===== src/rtl/dmem_pkg.sv =====
// Package: shared widths and the selector encoding for the address former.
// Assumes an 8-bit file field and a 4-bit bank number (12-bit space).
package dmem_pkg;
    localparam int unsigned FILE_W   = 8;
    localparam int unsigned BANK_W   = 4;
    localparam int unsigned BSR_W    = 8;
    localparam int unsigned ADDR_W   = FILE_W + BANK_W;
    localparam int unsigned SFR_BASE = 32'hF80;

    // Selector bit from the instruction word.
    typedef enum logic {
        SEL_ACCESS = 1'b0,
        SEL_BANKED = 1'b1
    } addr_sel_e;
endpackage


===== src/rtl/bank_select_reg.sv =====
// Bank select register. Stores only the low USED_W bits of a REG_W-bit
// write and presents the rest as zeros. Synchronous active-low reset to 0.
module bank_select_reg #(
    parameter int unsigned REG_W  = 8,
    parameter int unsigned USED_W = 4
) (
    input  logic              clk,
    input  logic              rst_n,
    input  logic              wr_en,
    input  logic [REG_W-1:0]  wdata,
    output logic [USED_W-1:0] bank,
    output logic [REG_W-1:0]  rdata
);
    logic [USED_W-1:0] bank_r;

    // Hold the bank number; load the kept bits on a write.
    always_ff @(posedge clk) begin
        if (!rst_n)
            bank_r <= '0;
        else if (wr_en)
            bank_r <= wdata[USED_W-1:0];
    end

    assign bank = bank_r;

    generate
        if (REG_W > USED_W) begin : g_pad
            logic unused_hi_bits;
            // Upper written bits are dropped; read back as zero.
            assign unused_hi_bits = ^wdata[REG_W-1:USED_W];
            assign rdata = {{(REG_W-USED_W){1'b0}}, bank_r};
        end else begin : g_nopad
            assign rdata = bank_r;
        end
    endgenerate
endmodule


===== src/rtl/addr_mapper.sv =====
// Address mapper. In banked mode, prepends the bank number to the file
// address. In access mode, the top bit of the file field picks the first
// or the last bank, which splices low RAM with the top register block.
// Purely combinational.
module addr_mapper
    import dmem_pkg::*;
#(
    parameter int unsigned F_W = 8,
    parameter int unsigned B_W = 4
) (
    input  addr_sel_e         sel,
    input  logic [F_W-1:0]    file_addr,
    input  logic [B_W-1:0]    bank,
    output logic [F_W+B_W-1:0] addr
);
    logic [B_W-1:0] upper;

    // Choose the upper address bits for the selected mode.
    always_comb begin
        if (sel == SEL_BANKED)
            upper = bank;
        else
            upper = {B_W{file_addr[F_W-1]}};
    end

    assign addr = {upper, file_addr};
endmodule


===== src/rtl/sfr_region_detect.sv =====
// Region detector. Flags any address at or above the register-block base.
// Assumes the base lies inside the address range.
module sfr_region_detect #(
    parameter int unsigned A_W  = 12,
    parameter int unsigned BASE = 32'hF80
) (
    input  logic [A_W-1:0] addr,
    output logic           hit
);
    localparam logic [A_W-1:0] BASE_A = A_W'(BASE);

    // Compare against the region base.
    always_comb hit = (addr >= BASE_A);
endmodule


===== src/rtl/dmem_addr_former.sv =====
// Top level: forms the data-memory address for direct operands.
// It holds the bank register, maps the address by mode and flags the
// register block. Address outputs are combinational from the inputs and
// the registered bank.
module dmem_addr_former
    import dmem_pkg::*;
(
    input  logic              clk,
    input  logic              rst_n,
    input  logic              bank_wr,
    input  logic [BSR_W-1:0]  bank_wdata,
    input  logic [FILE_W-1:0] file_addr,
    input  logic              bank_sel,
    output logic [ADDR_W-1:0] phys_addr,
    output logic              sfr_hit,
    output logic [BSR_W-1:0]  bank_q
);
    logic [BANK_W-1:0] bank_num;
    addr_sel_e         sel_e;

    // Decode the selector bit to the mode type.
    always_comb sel_e = addr_sel_e'(bank_sel);

    bank_select_reg #(.REG_W(BSR_W), .USED_W(BANK_W)) u_bsr (
        .clk   (clk),
        .rst_n (rst_n),
        .wr_en (bank_wr),
        .wdata (bank_wdata),
        .bank  (bank_num),
        .rdata (bank_q)
    );

    addr_mapper #(.F_W(FILE_W), .B_W(BANK_W)) u_map (
        .sel       (sel_e),
        .file_addr (file_addr),
        .bank      (bank_num),
        .addr      (phys_addr)
    );

    sfr_region_detect #(.A_W(ADDR_W), .BASE(SFR_BASE)) u_sfr (
        .addr (phys_addr),
        .hit  (sfr_hit)
    );
endmodule


===== config.mk =====
export PLATFORM = sky130hd
export DESIGN_NAME = dmem_addr_former
export DESIGN_NICKNAME = d
export VERILOG_FILES = /design/src/rtl/dmem_pkg.sv /design/src/rtl/bank_select_reg.sv /design/src/rtl/addr_mapper.sv /design/src/rtl/sfr_region_detect.sv /design/src/rtl/dmem_addr_former.sv
export SDC_FILE = /design/constraint.sdc
export NUM_CORES = 1
export LEC_CHECK = 0
export ABC_AREA = 1
export BUFFER_PORTS_ARGS = -buffer_cell sky130_fd_sc_hd__buf_4
export CORE_AREA = 2 2 39 41
export DETAILED_ROUTE_END_ITERATION = 8
export DIE_AREA = 0 0 41 43
export RECOVER_POWER = 25
export SLEW_MARGIN = 30
export SYNTH_ARGS = -nofsm -noshare
export SYNTH_HDL_FRONTEND = slang
export SYNTH_SLANG_ARGS = --single-unit
export TNS_END_PERCENT = 30

===== constraint.sdc =====
create_clock -name clk -period 0.8 [get_ports clk]
set_clock_uncertainty 0.05 [all_clocks]
set_input_delay 0.08 -clock clk [delete_from_list [all_inputs] [get_ports clk]]
set_output_delay 0.08 -clock clk [all_outputs]
set_load 0.02 [all_outputs]

# [Yosys cells after proc, flatten, opt, wreduce, memory -nomap -nowiden]
# Index checks and enable logic that the tools add are counted.
[word_totals] regBits=4 input_bits=20 out_inout_bits=21 wordCells=3
[classes] order_cmp=1 n_mux=1
[ops] cell="12-bit greater-or-equal comparator, second input constant" n=1
[ops] cell="4-bit two-way mux" n=1

# [Logic depth before layout (Yosys ltp)]
[depth] ltp_word=2 depth_mapped=5

# [By module]
# From an unflattened synthesis, not the netlist that was laid out.
[unflattened] cells_unflattened=55 area_unflattened_um2=342.8
[by_module_without_submodules] module="bank_select_reg" n_inst=1 cells_per_inst=34 area_per_inst_um2=230.2
[by_module_without_submodules] module="addr_mapper" n_inst=1 cells_per_inst=18 area_per_inst_um2=100.1
[by_module_without_submodules] module="sfr_region_detect" n_inst=1 cells_per_inst=3 area_per_inst_um2=12.5

# [Worst setup path after synthesis]
# No wires, ideal clock.
[synth_path] kind="register to output" start="reg u_bsr.bank_r[2], in the netlist u_bsr.bank[2]" end="out sfr_hit" t_arrival_ns=1.085 path_slack_ns=-0.415 path_stages_with_launch=5 cell_sequence="dfxtp_1 > nand2_1 > nand2_1 > nand3_1 > nor2_1"
[synth_between] elab_chain_len=2
[synth_rtl] element="start, declared" line_no="bank_select_reg.sv:14" source="logic [USED_W-1:0] bank_r;"
[synth_rtl] element="start signal, assigned" line_no="bank_select_reg.sv:21" source="bank_r <= wdata[USED_W-1:0];"
[synth_rtl] element="4-bit two-way mux" line_no="addr_mapper.sv:20" source="if (sel == SEL_BANKED)"
[synth_rtl] element="net phys_addr[10]" line_no="dmem_addr_former.sv:14" source="output logic [ADDR_W-1:0] phys_addr,"
[synth_rtl] element="12-bit greater-or-equal comparator" line_no="sfr_region_detect.sv:13" source="always_comb hit = (addr >= BASE_A);"
[synth_rtl] element="end, declared" line_no="dmem_addr_former.sv:15" source="output logic sfr_hit,"
# The timed path passes the listed nets, and every way through them passes these cells.

# [Final worst setup path]
[layout_path] start="reg u_bsr.bank_r[2], in the netlist u_bsr.bank[2]" end="out sfr_hit"
[layout_between] elab_chain_len=2
[layout_rtl] element="4-bit two-way mux" line_no="addr_mapper.sv:20"
[layout_rtl] element="12-bit greater-or-equal comparator" line_no="sfr_region_detect.sv:13"
# Every way passes these cells.

==> summary.txt <==
Run status
  • Status: finished with violations
  • Failing checks: setup timing

Worst setup path
  • CP startpoint: u_bsr.bank[2]
  • Crit path kind: reg2out
  • Data required, critical path: between 600 and 700 ps
  • CP cell instances: nand2_4 > nand2_4 > nand3_4 > nor2_4 > buf_6
  • Critical R2R Launch: u_bsr.bank[3]
  • CP max-delay cell: dfxtp_4
  • Register-to-register setup slack: -60 ps
  • Family with the most delay on the worst path: flip-flops
  • Crit path buf inv count: 1
  • Crit-path most repeated cell: nand2_4
  • Crit end category: output port
  • CP arrival: between 900 and 1000 ps
  • CP startpoint kind: register
  • Crit-path max cell delay: 350 ps
  • CP max FO: 2

Route
  • DRT iter0 DRCs: 1
  • DR pass1 iterations: 2
  • Drt wl/cell: 8.68 um
  • DRC: 0
  • Via-per-instance ratio: 3.78
  • DRT Wirelength: between 600 and 700 um
  • DR vias: a little over 300
  • DRT antenna net count: 0

Floorplanning
  • Initial core utilization: between 20% and 30%
  • CORE AREA: between 1000 and 1500 um^2
  • Die width: 41 um
  • Row count: 14
  • Die height: about 43 um
  • Io pins: between 40 and 50
  • Die area: 1760 um^2

Power
  • Internal power: 0.533 mW
  • P_sw: between 0.2 and 0.25 mW
  • Leakage power: roughly 0.3 nW
  • Clock share of power: 31.6%
  • Worst vdd ir: roughly 0.00064 V
  • Part of the power in registers: approximately 29%
  • Switching Fraction: a little under a third
  • Power Dens Cells: roughly 1300 nW/um^2
  • Part of the power in combinational logic: about two fifths

Clock network
  • CTS Buf Count: 3
  • Maximum root-to-sink buffer count: 2
  • # clock sinks: 4
  • Clock latency at the later pin of the worst-skew pair: 230 ps
  • CTS tree: yes
  • Number of H-tree levels: 1
  • Clk slew on worst S/H paths: about 40 ps
  • Root Buffer: clkbuf_4

Cells and area
  • Max FFs per register: 4
  • Nets: 86
  • Diodes inserted: 0
  • Design Area, Final: slightly below 600 um^2
  • Layout cells sized above 1: ~75%
  • Area growth syn-to-layout: 107%
  • Final core occ: between 40% and 50%
  • Filler cell count: about 160

STA
  • Maximum clock frequency: 0.922 GHz
  • Min cycle time layout: 1080 ps
  • Setup ws final: -285 ps
  • RSZ-0062 raised after global routing: yes
  • Max-slew violation count: 0
  • Setup_tns: -1990 ps
  • Hold Fails Final Rpt: 0
  • Final setup fails: 10
  • Final Cycle Share: 136%

Logic synthesis
  • Yosys reg bits: 4
  • Syn Inst Count: 43
  • Sequential share of the synthesized area: about 29%
  • Netlist cell types: 9
  • Post-synthesis cell area: between 200 and 300 um^2
  • Syn avg cell area: between 6 and 7 um^2
  • Yosys synthesis warning count: 0

Global route
  • First-pass GRT wire length: between 1 and 1.5 mm
  • Pin count of the biggest net entering global routing: 6
  • GRT Total Usage: 8.84%
  • Vias in the first global route: about 280
  • Initial antenna violation count: 0
  • Grt ovf: 0

Placed design
  • GPL Wtd Cong: slightly below 0.7
  • Dpl cell area: around 480 um^2
  • Port buffer count: 18
  • Final HPWL DP: approximately 540 um

Min path
  • Hold Startpoint: bank_wdata[2]
  • Min-Delay Path Class: in2reg

Job
  • Max_cap viols: 0
-- power groups by stage --
| stage | sequential (mW) | combinational [mW] | clock, mW |
|---|---|---|---|
| 2_1_floorplan | 0.242 | 0.171 | 0 |
| 3_3_place_gp | 0.222 | 0.256 | 0 |
| 3_5_place_dp | 0.223 | 0.256 | 0 |
| 4_1_cts | 0.224 | 0.293 | 0.260 |
| 5_1_grt | 0.226 | 0.331 | 0.263 |
| 6_report | 0.224 | 0.307 | 0.245 |
-- area by class of cell --
| class | count | area (um^2) | share of cell area, % |
|---|---|---|---|
| Multi-Input combinational cell | 28 | 195 | 33.6 |
| Timing Repair Buffer | 27 | 240 | 41.4 |
| Clock buffer | 3 | 22.5 | 3.88 |
| Inverter | 2 | 7.51 | 1.29 |
| Sequential cell | 4 | 95.1 | 16.4 |
| Tap cell | 16 | 20.0 | 3.45 |
-- per-layer routing --
| metal | share of wire, % | routed length (um) | global-route usage [%] | up-vias |
|---|---|---|---|---|
| li1 | - | - | - | 159 |
| met2 | 56 | 392 | 12.5 | 15 |
| met3 | 9.8 | 68 | 2.62 | 0 |
| met5 | 0 | 0 | 0 | - |
| met1 | 34 | 234 | 8.68 | 128 |
| met4 | 0 | 0 | 10.7 | 0 |
-- tightest hold or removal path, delay by kind of cell --
| kind | cells | cell delay (ps) |
|---|---|---|
| AND/OR/NAND/NOR | 2 | 110 |
| buffers and inverters | 1 | 80 |
-- placed cells by master, fill, tap and decap left out, drive strengths merged --
master / netlist / final
inv: 2 / 2
clkbuf: 0 / 3
dfxtp: 4 / 4
nand3: 1 / 1
nand2: 10 / 10
o21ai: 4 / 4
nor2: 9 / 9
conb: 1 / 4
buf: 12 / 27
-- final timing paths --
kind	end	cells after the start
setup reg to reg	u_bsr.bank[3]	4
setup / recovery	sfr_hit	5
hold reg to reg	u_bsr.bank[0]	3
hold / removal	u_bsr.bank[2]	3
-- per-stage QoR --
| stage | setup WS (ps) | hold WS [ps] | cells | power [mW] |
|---|---|---|---|---|
| finish | -285 | 16.1 | 80 | 0.776 |
| detailed placement | -128 | 110 | 76 | 0.479 |
| global placement | -124 | 110 | 76 | 0.478 |
| floorplan | -117 | 156 | 46 | 0.413 |
| global route | -339 | 45.0 | 80 | 0.820 |
| CTS | -302 | 11.0 | 79 | 0.778 |
-- what timing repair did --
item | in CTS | in global routing
hold buffers | 0 | 0
gates resized for setup | 17 | 4
hold endpoints to repair | 0 | 0
buffers inserted | 0 | 1
pin swaps | 1 | 1
setup endpoints to repair | 13 | 12
-- kinds of logic after synthesis --
logic type      after synthesis  synth area share [%]
buf+inv                      14                  34.8
simple gates                 20                  28.1
other cells                   1                  1.34
compound gates                4                  7.14
flops                         4                  28.6
-- synth_stat cells --
master    n  share of area [%]
nand2_1   9                 12
buf_4    12                 32
nand3_1   1                1.8
inv_1     2                2.7
nor2_1    9                 12
conb_1    1                1.3
o21ai_0   4                7.1
dfxtp_1   4                 29
nand2_2   1                2.2
(Power assumes the default switching activity.)
